### src/rtl/ssp_pkg.sv
package ssp_pkg;

    typedef enum logic [1:0] {
        ST_IDLE = 2'd0,
        ST_LOW  = 2'd1,
        ST_HIGH = 2'd2
    } ssp_state_t;

    typedef enum logic [1:0] {
        MD_TX   = 2'd0,
        MD_RX   = 2'd1,
        MD_LOOP = 2'd2
    } ssp_mode_t;

    function automatic logic mode_sends(input ssp_mode_t m);
        return m != MD_RX;
    endfunction

    function automatic logic mode_takes(input ssp_mode_t m);
        return m != MD_TX;
    endfunction

endpackage

### src/rtl/ssp_prescale.sv
module ssp_prescale #(
    parameter int unsigned RW = 8
) (
    input  logic          clk,
    input  logic          rst_n,
    input  logic          en,
    input  logic [RW-1:0] reload,
    output logic          tick
);
    logic [RW-1:0] cnt_q;

    always_ff @(posedge clk) begin
        if (!rst_n) begin
            cnt_q <= '0;
        end else if (!en || cnt_q == '0) begin
            cnt_q <= reload;
        end else begin
            cnt_q <= cnt_q - RW'(1);
        end
    end

    assign tick = en && (cnt_q == '0);
endmodule

### src/rtl/ssp_shift.sv
module ssp_shift #(
    parameter int unsigned DW = 8
) (
    input  logic          clk,
    input  logic          rst_n,
    input  logic          load,
    input  logic [DW-1:0] load_val,
    input  logic          fall,
    input  logic          rise,
    input  logic          finish,
    input  logic          din,
    output logic          dout,
    output logic [DW-1:0] rx_word
);
    logic [DW-1:0] tx_q;
    logic [DW-1:0] rx_q;
    logic          dout_q;

    // outgoing side: bit 0 first, ones fill behind the data
    always_ff @(posedge clk) begin
        if (!rst_n) begin
            tx_q   <= '1;
            dout_q <= 1'b1;
        end else if (load) begin
            dout_q <= load_val[0];
            tx_q   <= {1'b1, load_val[DW-1:1]};
        end else if (fall) begin
            dout_q <= tx_q[0];
            tx_q   <= {1'b1, tx_q[DW-1:1]};
        end else if (finish) begin
            dout_q <= 1'b1;
        end
    end

    // incoming side: first sampled bit ends up in position 0
    always_ff @(posedge clk) begin
        if (!rst_n) begin
            rx_q <= '0;
        end else if (rise) begin
            rx_q <= {din, rx_q[DW-1:1]};
        end
    end

    assign dout    = dout_q;
    assign rx_word = rx_q;
endmodule

### src/rtl/ssp_fsm.sv
module ssp_fsm
    import ssp_pkg::*;
#(
    parameter int unsigned DW = 8
) (
    input  logic      clk,
    input  logic      rst_n,
    input  logic      cfg_run,
    input  logic      cfg_loop,
    input  logic      rxen,
    input  logic      tbuf_full,
    input  logic      tick,
    output logic      busy,
    output logic      load,
    output logic      fall,
    output logic      rise,
    output logic      finish,
    output ssp_mode_t start_mode,
    output ssp_mode_t mode,
    output logic      sclk
);
    localparam int unsigned BCW = (DW > 1) ? $clog2(DW) : 1;
    localparam logic [BCW-1:0] LAST_BIT = BCW'(DW - 1);

    ssp_state_t     state_q, state_d;
    ssp_mode_t      mode_q;
    logic [BCW-1:0] bit_q;
    logic           sclk_q;
    logic           go_tx, go_rx, go_loop, go_any;

    // start decision: half duplex outside loop-back
    always_comb begin
        go_loop = cfg_run && cfg_loop && rxen && tbuf_full;
        go_tx   = cfg_run && !cfg_loop && !rxen && tbuf_full;
        go_rx   = cfg_run && !cfg_loop && rxen;
        go_any  = go_loop || go_tx || go_rx;
        if (go_loop) begin
            start_mode = MD_LOOP;
        end else if (go_rx) begin
            start_mode = MD_RX;
        end else begin
            start_mode = MD_TX;
        end
    end

    // next state
    always_comb begin
        state_d = state_q;
        unique case (state_q)
            ST_IDLE: if (go_any) state_d = ST_LOW;
            ST_LOW:  if (tick) state_d = ST_HIGH;
            ST_HIGH: if (tick) state_d = (bit_q == LAST_BIT) ? ST_IDLE : ST_LOW;
            default: state_d = ST_IDLE;
        endcase
    end

    // state register
    always_ff @(posedge clk) begin
        if (!rst_n) begin
            state_q <= ST_IDLE;
        end else begin
            state_q <= state_d;
        end
    end

    // edge strobes
    assign load   = (state_q == ST_IDLE) && go_any;
    assign rise   = (state_q == ST_LOW) && tick;
    assign fall   = (state_q == ST_HIGH) && tick && (bit_q != LAST_BIT);
    assign finish = (state_q == ST_HIGH) && tick && (bit_q == LAST_BIT);

    // registered outputs
    always_ff @(posedge clk) begin
        if (!rst_n) begin
            sclk_q <= 1'b1;
            bit_q  <= '0;
            mode_q <= MD_TX;
        end else begin
            if (load) begin
                sclk_q <= 1'b0;
                bit_q  <= '0;
                mode_q <= start_mode;
            end else if (fall) begin
                sclk_q <= 1'b0;
                bit_q  <= bit_q + BCW'(1);
            end else if (rise || finish) begin
                sclk_q <= 1'b1;
            end
        end
    end

    assign busy = (state_q != ST_IDLE);
    assign mode = mode_q;
    assign sclk = sclk_q;
endmodule

### src/rtl/sync_shift_port.sv
module sync_shift_port
    import ssp_pkg::*;
#(
    parameter int unsigned DW = 8,
    parameter int unsigned RW = 8
) (
    input  logic          clk,
    input  logic          rst_n,
    input  logic          cfg_run,
    input  logic          cfg_loop,
    input  logic          cfg_ovchk,
    input  logic          rxen_set,
    input  logic          rxen_clr,
    output logic          rxen_o,
    input  logic          ovf_clr,
    output logic          ovf_o,
    input  logic [RW-1:0] reload,
    input  logic          tx_wr,
    input  logic [DW-1:0] tx_data,
    input  logic          rx_rd,
    output logic [DW-1:0] rx_data,
    output logic          sclk_o,
    output logic          data_o,
    output logic          data_oe,
    input  logic          data_i,
    output logic          req_tbuf,
    output logic          req_txdone,
    output logic          req_rxdone,
    output logic          req_err
);
    ssp_mode_t     mode_q, mode_start;
    logic          busy, load, fall, rise, finish, tick;
    logic          tbuf_full_q, unread_q, ovf_q, rxen_q;
    logic [DW-1:0] tbuf_q, rbuf_q, rx_word, load_val;
    logic          dout, din;
    logic          rx_only_busy, tx_take, rx_end, tx_end, overrun;
    logic          p_tbuf_q, p_txdone_q, p_rxdone_q, p_err_q;

    ssp_prescale #(.RW(RW)) u_pre (
        .clk(clk), .rst_n(rst_n), .en(busy), .reload(reload), .tick(tick)
    );

    ssp_fsm #(.DW(DW)) u_fsm (
        .clk(clk), .rst_n(rst_n), .cfg_run(cfg_run), .cfg_loop(cfg_loop),
        .rxen(rxen_q), .tbuf_full(tbuf_full_q), .tick(tick), .busy(busy),
        .load(load), .fall(fall), .rise(rise), .finish(finish),
        .start_mode(mode_start), .mode(mode_q), .sclk(sclk_o)
    );

    ssp_shift #(.DW(DW)) u_shf (
        .clk(clk), .rst_n(rst_n), .load(load), .load_val(load_val),
        .fall(fall), .rise(rise), .finish(finish), .din(din),
        .dout(dout), .rx_word(rx_word)
    );

    assign rx_only_busy = busy && (mode_q == MD_RX);
    assign tx_take      = load && mode_sends(mode_start);
    assign rx_end       = finish && mode_takes(mode_q);
    assign tx_end       = finish && mode_sends(mode_q);
    assign overrun      = rx_end && unread_q && cfg_ovchk;
    assign load_val     = mode_sends(mode_start) ? tbuf_q : '1;
    assign din          = (mode_q == MD_LOOP) ? dout : data_i;

    // transmit holding buffer
    always_ff @(posedge clk) begin
        if (!rst_n) begin
            tbuf_full_q <= 1'b0;
            tbuf_q      <= '0;
        end else if (tx_wr && !rx_only_busy) begin
            tbuf_full_q <= 1'b1;
            tbuf_q      <= tx_data;
        end else if (tx_take) begin
            tbuf_full_q <= 1'b0;
        end
    end

    // receive buffer, unread marker, overrun flag, receiver enable
    always_ff @(posedge clk) begin
        if (!rst_n) begin
            rbuf_q   <= '0;
            unread_q <= 1'b0;
            ovf_q    <= 1'b0;
            rxen_q   <= 1'b0;
        end else begin
            if (rx_end) begin
                rbuf_q <= rx_word;
            end
            if (rx_end) begin
                unread_q <= 1'b1;
            end else if (rx_rd) begin
                unread_q <= 1'b0;
            end
            if (overrun) begin
                ovf_q <= 1'b1;
            end else if (ovf_clr) begin
                ovf_q <= 1'b0;
            end
            if (rx_end) begin
                rxen_q <= 1'b0;
            end else if (rxen_set) begin
                rxen_q <= 1'b1;
            end else if (rxen_clr) begin
                rxen_q <= 1'b0;
            end
        end
    end

    // request pulses
    always_ff @(posedge clk) begin
        if (!rst_n) begin
            p_tbuf_q   <= 1'b0;
            p_txdone_q <= 1'b0;
            p_rxdone_q <= 1'b0;
            p_err_q    <= 1'b0;
        end else begin
            p_tbuf_q   <= tx_take;
            p_txdone_q <= tx_end;
            p_rxdone_q <= rx_end;
            p_err_q    <= overrun;
        end
    end

    assign rxen_o     = rxen_q;
    assign ovf_o      = ovf_q;
    assign rx_data    = rbuf_q;
    assign data_o     = dout;
    assign data_oe    = !rx_only_busy;
    assign req_tbuf   = p_tbuf_q;
    assign req_txdone = p_txdone_q;
    assign req_rxdone = p_rxdone_q;
    assign req_err    = p_err_q;
endmodule

### config.mk
export PLATFORM = sky130hd
export DESIGN_NAME = sync_shift_port
export DESIGN_NICKNAME = d
export VERILOG_FILES = /design/src/rtl/ssp_pkg.sv /design/src/rtl/ssp_prescale.sv /design/src/rtl/ssp_shift.sv /design/src/rtl/ssp_fsm.sv /design/src/rtl/sync_shift_port.sv
export SDC_FILE = /design/constraint.sdc
export NUM_CORES = 1
export LEC_CHECK = 0
export ABC_AREA = 1
export CORE_UTILIZATION = 50
export CTS_CLUSTER_SIZE = 16
export DETAILED_ROUTE_END_ITERATION = 10
export DONT_BUFFER_PORTS = 1
export MAX_ROUTING_LAYER = met4
export PLACE_DENSITY = 0.71
export SYNTH_ARGS = -nofsm -noshare
export SYNTH_HDL_FRONTEND = slang
export SYNTH_HIERARCHICAL = 1
export SYNTH_SLANG_ARGS = --single-unit
### constraint.sdc
create_clock -name clk -period 1.8 [get_ports clk]
set_input_delay 0.36 -clock clk [delete_from_list [all_inputs] [get_ports clk]]
set_output_delay 0.36 -clock clk [all_outputs]
set_load 0.05 [all_outputs]
Word level (Yosys, flattened, before mapping) --
Cells that the tools add are included.
Storage, ports and cells: flip-flop bits (word level) 56, bits in latches 0, memory bits (writable) 0, ROM bits 0, input port bits 27, output and inout bits 17, word-level logic and storage cells 100, memories 0
Operators by class: $add $sub $neg 2, multipliers 0, divide/modulo/power cells 0, magnitude comparators 0, equal/unequal tests 11, shifts and indexed selects 0, muxes and demuxes 26, bitwise logic cells 1, reduce and logical (&&, ||, !) cells 42
Operators by type and width (count):
- $logic_and A1 B1 Y1 | 20
- $mux W1 | 17
- $mux W8 | 2
- $mux W7 | 2
- $reduce_bool A2 Y1 | 7
- $ne A2 B1 Y1 const B | 5
- $logic_not A8 Y1 | 1
- $mux W2 | 4
- $sub A8 B1 Y8 const B | 1
- $pmux W2 S3 | 1
- $reduce_bool A3 Y1 | 2
- $eq A2 B1 Y1 const B | 2
- $eq A2 B2 Y1 const B | 2
- $logic_not A1 Y1 | 4
- $logic_or A1 B1 Y1 | 4
- $reduce_or A2 Y1 | 2
- $add A3 B1 Y3 const B | 1
- $eq A3 B3 Y1 const B | 1
- $ne A3 B3 Y1 const B | 1
- $reduce_and A3 Y1 | 1
- $logic_not A2 Y1 | 1
- $not A1 Y1 | 1

Longest topological paths before layout --
Gate-level depths: netlist of the first run.
word-level depth 10, depth in mapped cells 14, gate-level depth less buffers 13

Hierarchy --
Netlist of the first run, hierarchy kept.
Modules (own cells, without submodules):
- sync_shift_port | instances 1, cells each 138, area each 996.0 um^2
- ssp_shift | instances 1, cells each 83, area each 640.6 um^2
- ssp_prescale | instances 1, cells each 90, area each 536.8 um^2
- ssp_fsm | instances 1, cells each 66, area each 446.7 um^2

Least setup slack after synthesis of the first run --
No wires, ideal clock.
path type register to register, from register u_pre.cnt_q[0], to register rbuf_q[1], in the netlist rx_data[1], library setup time 0.114 ns, data arrival time 1.752 ns, required time 1.686 ns, slack -0.066 ns, cell stages (with the launch flop) 13, path buffers 1, period minus slack after synthesis 1.866 ns, cell sequence dfxtp_1 -> inv_1 -> ha_1 -> nand3_1 -> inv_1 -> nand2_2 -> nor2_1 -> nand3_1 -> nor2_1 -> o21ai_2 -> buf_4 -> nand3_1 -> nand2_1
Between the ends: word-level cells in the longest chain between the ends 5
RTL lines:
- from (decl) | RTL line ssp_prescale.sv:10 | logic [RW-1:0] cnt_q;
- from (signal assigned) | RTL line ssp_prescale.sv:16 | cnt_q <= reload;
- from (signal assigned) | RTL line ssp_prescale.sv:18 | cnt_q <= cnt_q - RW'(1);
- $logic_not A8 Y1 | RTL line ssp_prescale.sv:22 | assign tick = en && (cnt_q == '0);
- $logic_and A1 B1 Y1 | RTL line ssp_prescale.sv:22
- via tick | RTL line sync_shift_port.sv:32 | logic busy, load, fall, rise, finish, tick;
- $logic_and A1 B1 Y1 (2 in a row) | RTL line ssp_fsm.sv:70 | assign finish = (state_q == ST_HIGH) && tick && (bit_q == LAST_BIT);
- via finish | RTL line sync_shift_port.sv:32
- $logic_and A1 B1 Y1 | RTL line sync_shift_port.sv:58 | assign rx_end = finish && mode_takes(mode_q);
- to (signal assigned) | RTL line sync_shift_port.sv:86 | rbuf_q <= rx_word;
- to (decl) | RTL line sync_shift_port.sv:34 | logic [DW-1:0] tbuf_q, rbuf_q, rx_word, load_val;
The timed path passes the listed nets, and every way through them passes these cells. A chain may end at the register's enable or synchronous reset.

Worst setup path in the final report of the first run --
from register u_pre.cnt_q[1], to register u_fsm.bit_q[0]
Between the ends: word-level cells in the longest chain between the ends 4
RTL lines:
- $logic_not A8 Y1 | RTL line ssp_prescale.sv:22
- $logic_and A1 B1 Y1 | RTL line ssp_prescale.sv:22
- via tick | RTL line sync_shift_port.sv:32
- $logic_and A1 B1 Y1 (2 in a row) | RTL line ssp_fsm.sv:69 | assign fall = (state_q == ST_HIGH) && tick && (bit_q != LAST_BIT);
- to (signal assigned) | RTL line ssp_fsm.sv:85 | bit_q <= bit_q + BCW'(1);
- to (decl) | RTL line ssp_fsm.sv:27 | logic [BCW-1:0] bit_q;
The timed path passes the listed nets, and every way through them passes these cells.

==> metrics.yaml, run 1 <==
die_area_um2: 5530
synth_nets: 408
reg2reg_depth: 11
slowest_stage: "dfxtp_2"
vias: 2197
ir_drop_uv: 588
relSlewSlack_pct: 64.2
clk_path_buf_depth: 2
worstSkewPairLatency_ns: 0.31
via_per_inst: 4.81
synth_top_area_cell: "dfxtp_1"
status: "finished clean"
syn2layout_area_growth_pct: 11.4
layout_commonest_cell: "nand2_1"
num-nets-final: 420
cts-root-buf: "clkbuf_8"
gp_congestion: 0.769
dr.pass1.iters: 7
yosys-top-cells-area: "dfxtp_1 43%, nand2_1 14%, nand3_1 8.2%, nor2_1 8.0%, inv_1 7.4%"
cts_tree: "yes"
clkSlewWorstSetupHoldPaths_ns: 0.10
skew_ns: 0.0104
yosys_warnings: 6
p_int_mw: 1.69
crit_required_ns: 2.05
ys_ff_latch: 56
syn_area_um2: 2620
p_switching_uw: 656
initial_core_util_pct: 53.7
swShare_pct: 28.0
power.density_nw_per_um2: 803
core_area_um2: 4880
hold_depth: 1
critical_path_class: "flip-flop to flip-flop"
htreeDepth: 2
rows: 25
synth_top_family_by_area: "simple AND/OR/NAND/NOR gates"
ant_nets: 0
slew_viol_final: 0
initialDrtViolationCount: 108
end_kind: "flip-flop"
die_x_um: 74.4
setup_viol: 0
seq_area_frac_synth_pct: 42.8
clock-sinks: 56
die_h_um: 74.4
pin_count: 44
min_period_ns: 1.72
tightestPinTransition_ns: 0.536
wl_per_cell_um: 10.9
grt_pass1_vias: 1859
fin_util_pct: 59.8
clock.fmax_mhz: 582
placed_cell_area_um2: 2720
avgSynthCellArea_um2: 6.95
leakage_nw: 1.46
startpoint_type: "flip-flop"
synthMuxAreaShare_pct: 0
port_buffers: 0
period_share_pct: 95.4
crit_arrival_ns: 1.97
synthXorXnorAreaFrac_pct: 0.334
crit_top_cell: "buf_6"
routed_wl_mm: 4.97
mostFrequentLayoutCells: "96 x nand2_1, 54 x nor2_1, 54 x dfxtp_1, 49 x inv_1, 40 x nand3_1"
synth_top_area_share_pct: 42.8
setup_tns_ns: 0
final_hold_viol_count: 0
max-cap-violations: 0
synth_compound_area_share_pct: 7.35
drive_gt1_share_pct: 13.8
n_antenna_cell: 0
grt_pass1_wl_mm: 7.78
seq_power_share_pct: 57.1
fin_area_um2: 2920
slowest_delay_ns: 0.34
synth_ff_type: "dfxtp_1"
syn-instance-count: 377
ys_types: 30
worstPathCellList: "inv_2, ha_2, nand3_2, inv_1, nand2_2, nor2_4, buf_6, nand4_4, buf_6, or2_0, a21oi_2"
synth_edf_count: 0
clockPowerShare_pct: 30.7
drc: 0
comb_power_share_pct: 12.2
synth-adder-area-share_pct: 1.91
hpwl_mm: 3.45
synthSimpleGateAreaFrac_pct: 36.6
antenna_found_initial: 0
hold_class: "input port to flip-flop"
grt_usage_pct: 18.6
grt_max_degree: 48
grt_overflow: 0
cp_max_fo: 6
cts-buffers-inserted: 5
ys_async_sr_fraction_pct: 0
-- power by group through the flow --
stage | Sequential [mW] | Clock [mW] | Combinational (mW)
2_1_floorplan | 1.37 | 0 | 0.238
3_3_place_gp | 1.36 | 0 | 0.270
3_5_place_dp | 1.37 | 0 | 0.274
4_1_cts | 1.34 | 0.744 | 0.277
5_1_grt | 1.35 | 0.788 | 0.327
6_report | 1.34 | 0.721 | 0.285
-- worst max-delay path, delay by kind of cell, from the launching register on --
| kind | cells | cell delay [ns] |
|---|---|---|
| AOI/OAI and AO/OA | 1 | 0.11 |
| adders and majority gates | 1 | 0.17 |
| buffers and inverters | 4 | 0.41 |
| DFF | 1 | 0.34 |
| and+or+nand+nor | 5 | 0.62 |
-- through the flow --
step	hold WS, ns	total power, mW	std cells	setup slack [ns]
2_1_floorplan	0.421	1.61	377	0.0248
3_3_place_gp	0.436	1.63	444	0.108
3_5_place_dp	0.435	1.64	444	0.0388
4_1_cts	0.111	2.36	452	0.00813
5_1_grt	0.106	2.46	457	-0.0502
6_report	0.124	2.35	457	0.0829
-- path summary, 6_finish.rpt --
kind,startpoint,endpoint,slack (ns)
worst min register to register,u_shf/rx_word[0],rx_data[0],0.47
worst max-delay path,u_pre/cnt_q[1],u_fsm/bit_q[0],0.08
worst min-delay path,rst_n,u_fsm/sclk,0.12
worst max register to register,u_pre/cnt_q[1],u_fsm/bit_q[0],0.08
-- per-layer routing --
| metal | vias up | routed length, um | part of all wire (%) | global-route usage, % |
|---|---|---|---|---|
| met3 | 8 | 179 | 3.6 | 4.34 |
| met4 | 0 | 76 | 1.5 | 5.66 |
| met5 | - | 0 | 0 | - |
| li1 | 1188 | - | - | - |
| met2 | 35 | 2440 | 49 | 31.7 |
| met1 | 966 | 2280 | 46 | 21.7 |
-- area by class of cell --
type | count | area [um2]
multi-input cells | 256 | 1260
inverters | 55 | 211
well taps | 67 | 83.8
clock buffers | 5 | 68.8
fillers | 467 | 1960
repair buffers | 15 | 140
flip-flops and latches | 56 | 1120
clock inverters | 3 | 27.5
-- cell usage after synthesis (2+ instances only) --
library cell / n
a21oi_1: 20
buf_2: 4
buf_4: 3
buf_6: 3
dfxtp_1: 56
ha_1: 4
inv_1: 52
inv_2: 2
nand2_1: 97
nand2_2: 5
nand3_1: 43
nand3b_1: 2
nor2_1: 56
nor2_2: 2
nor2_4: 3
o21ai_0: 9
o21ai_1: 3
-- state kept, by name, summed over array words and instances, names as in the netlist --
signal         cells
ovf_o              1
req_err            1
req_rxdone         1
req_tbuf           1
req_txdone         1
rx_data            8
rxen_o             1
tbuf_full_q        1
tbuf_q             8
u_fsm/bit_q        3
u_fsm/mode         2
u_fsm/sclk         1
u_fsm/state_q      2
u_pre/cnt_q        8
u_shf/dout         1
u_shf/rx_word      8
u_shf/tx_q         7
unread_q           1
-- logic make-up (layout without fill, tap and decap cells) --
group | count (synthesis) | after routing
and+or+nand+nor | 214 | 215
AOI/OAI and AO/OA | 36 | 36
xor gates and xnor gates | 1 | 1
DFF | 56 | 56
buffers and inverters | 66 | 78
adders and majority gates | 4 | 4
-- repair_timing --
item,4_1_cts,5_1_grt
hold buffers,0,0
setup endpoints to repair,1,30
buffers inserted,0,4
pin swaps,0,7
gates resized for setup,1,20
cloned,0,1
Power figures use the tool's default switching activity.
==> inputs of run 2 (changes only) <==
GPL_TIMING_DRIVEN = 0   (was unset)
==> run 2 against run 1 <==
Effect of this change: first-iteration DRC count is 23% lower; design area rose by 2.8%; via count grew 2.3%; clock skew fell by 0.0044 ns; global-route usage grew 1.4 points; sequential power barely moved; count of clock-buffer cells in the layout is the same; clock power increased by 14%; non-clock buffer count up 8.
==> metrics.yaml, run 2 (synthesized netlist as in run 1, its figures left out) <==
status: "finished clean"
hold_start: "rst_n"
drive_gt1_share_pct: 15.8  # +2.0 points
gr-usage-met3_pct: 4.47  # +0.14 points
reg2reg_depth: 12  # +1
setup_viol: 0  # unchanged
skew_ns: 0.00592  # -0.00445 ns
clk_path_buf_depth: 2  # unchanged
grt_pass1_wl_mm: 8.28  # +6.5%
top_usage_layer: "met2"
dr.pass1.iters: 4  # -3
routed_wl_mm: 5.16  # +3.9%
fin_ws_ns: 0.0776  # -0.00524 ns
ant_nets: 0  # unchanged
rrSetupSlack_ns: 0.08  # about the same
critical_path_class: "flip-flop to flip-flop"
mostFrequentLayoutCells: "97 x nand2_1, 53 x nor2_1, 52 x dfxtp_1, 48 x inv_1, 41 x nand3_1"
fin_util_pct: 61.5  # +1.7 points
die_x_um: 74.4  # unchanged
vias: 2247  # +2.3%
startpoint_type: "flip-flop"
gp_congestion: 0.752  # -2.2%
cts-buffers-inserted: 5  # unchanged
grt_usage_pct: 20.0  # +1.4 points
period_share_pct: 95.7  # +0.29 points
tightestPinTransition_ns: 0.568  # +0.0321 ns
slowest_delay_ns: 0.34  # about the same
fillers: 462  # -1.1%
relSlewSlack_pct: 62.1  # -2.1 points
grt.met1_usage_pct: 24.7  # +3.0 points
hpwl_mm: 3.58  # +3.9%
register_area_um2: 1130  # +0.67%
timing.rr.end: "rx_data[1]"
slew_viol_final: 0  # unchanged
wl_per_cell_um: 11.1  # +2.1%
syn2layout_area_growth_pct: 14.5
via_per_inst: 4.83  # +0.52%
die_area_um2: 5530  # unchanged
hold_depth: 1  # unchanged
ir_drop_uv: 562  # -4.4%
postCtsHoldBufs: 0  # unchanged
drc: 0  # unchanged
cts_tree: "yes"
cp_max_fo: 5  # -1
pin_count: 44  # unchanged
crit_required_ns: 2.02  # -0.03 ns
worstPathCellList: "inv_2, ha_2, nand3_2, inv_1, nand2_2, nor2_4, nand3_2, nor2_4, o21ai_4, buf_2, nand3_1, nand2_1"
initial_core_util_pct: 53.7  # unchanged
multi_input_area_um2: 1250  # -0.79%
end_kind: "flip-flop"
r2r-start: "u_pre/cnt_q[1]"
initialDrtViolationCount: 83  # -23%
antenna_found_initial: 0  # unchanged
grt_overflow: 0  # unchanged
power.density_nw_per_um2: 820  # +2.1%
port_buffers: 0  # unchanged
final_hold_viol_count: 0  # unchanged
die_h_um: 74.4  # unchanged
n_antenna_cell: 0  # unchanged
clock.fmax_mhz: 581  # -0.30%
min_period_ns: 1.72  # +0.00524 ns
core_area_um2: 4880  # unchanged
rows: 25  # unchanged
hold_ws_ns: 0.118  # -0.00627 ns
max-cap-violations: 0  # unchanged
place_worst_setup_slack_ns: -0.243  # -0.282 ns
grt_pass1_vias: 1947  # +4.7%
met2_usage_pct: 31.7  # unchanged
crit_arrival_ns: 1.94  # -0.03 ns
slowest_stage: "dfxtp_2"
whs_endpoint: "u_fsm/sclk"
cts-root-buf: "clkbuf_8"
clkSlewWorstSetupHoldPaths_ns: 0.10  # about the same
worstSkewPairLatency_ns: 0.31  # about the same
hold_class: "input port to flip-flop"
num-nets-final: 428  # +1.9%
rsz0062_at_grt: "yes"
layout_commonest_cell: "nand2_1"
htreeDepth: 2  # unchanged
clock-sinks: 56  # unchanged
grt_max_degree: 18  # -63%
leakage_nw: 1.51  # +3.1%
-- run 2: worst max path at each step --
stage / startpoint / endpoint / slack (ns) / cells past startpoint
2_1_floorplan: u_pre/cnt_q[0] / rx_data[1] / 0.02 / 12
3_3_place_gp: u_pre/cnt_q[0] / rx_data[7] / -0.22 / 12
3_5_place_dp: u_pre/cnt_q[0] / rx_data[6] / -0.24 / 12
4_1_cts: u_pre/cnt_q[1] / u_shf/dout / 0.01 / 14
5_1_grt: u_pre/cnt_q[1] / u_shf/rx_word[5] / -0.04 / 11
6_report: u_pre/cnt_q[1] / rx_data[1] / 0.08 / 12
-- run 2: layer usage --
| layer | wire [um] | share of wire [%] |
|---|---|---|
| met1 | 2390 | 46 |
| met2 | 2520 | 49 |
| met3 | 168 | 3.3 |
| met4 | 80 | 1.5 |
| met5 | 0 | 0 |
-- run 2: final cells by class --
cell class              count  share of cell area, %
flip-flops and latches     56                   37.7
inverters                  55                   7.05
plain buffers              11                   3.04
repair buffers             12                   3.92
clock buffers               5                   2.29
well taps                  67                   2.79
multi-input cells         256                   41.8
clock inverters             3                   1.42
-- run 2: worst max-delay path: cells and delay by family (launching register included) --
family | cells | cell delay (ns)
simple gates | 7 | 0.70
flops | 1 | 0.34
buf+inv | 3 | 0.31
fa+ha+maj | 1 | 0.17
compound gates | 1 | 0.11
-- run 2: per-stage QoR --
step,cell area (um2),std cells,total power [mW],setup TNS [ns]
3_3_place_gp,2710,444,1.65,-2.80
2_1_floorplan,2620,377,1.61,0
3_5_place_dp,2710,444,1.66,-3.37
4_1_cts,2890,457,2.48,0
6_report,3000,465,2.46,0
5_1_grt,3000,465,2.57,-0.291
-- run 2: power by group --
part | switching (mW) | internal [mW] | total (mW)
combinational | 0.178 | 0.113 | 0.291
clock | 0.408 | 0.412 | 0.821
sequential | 0.0598 | 1.29 | 1.35
-- run 2: what timing repair did --
item,4_1_cts,5_1_grt
resized for setup,11,11
setup endpoints to repair,30,27
hold endpoints to repair,0,0
cloned,1,2
buffers inserted,4,6
pin swaps,4,5
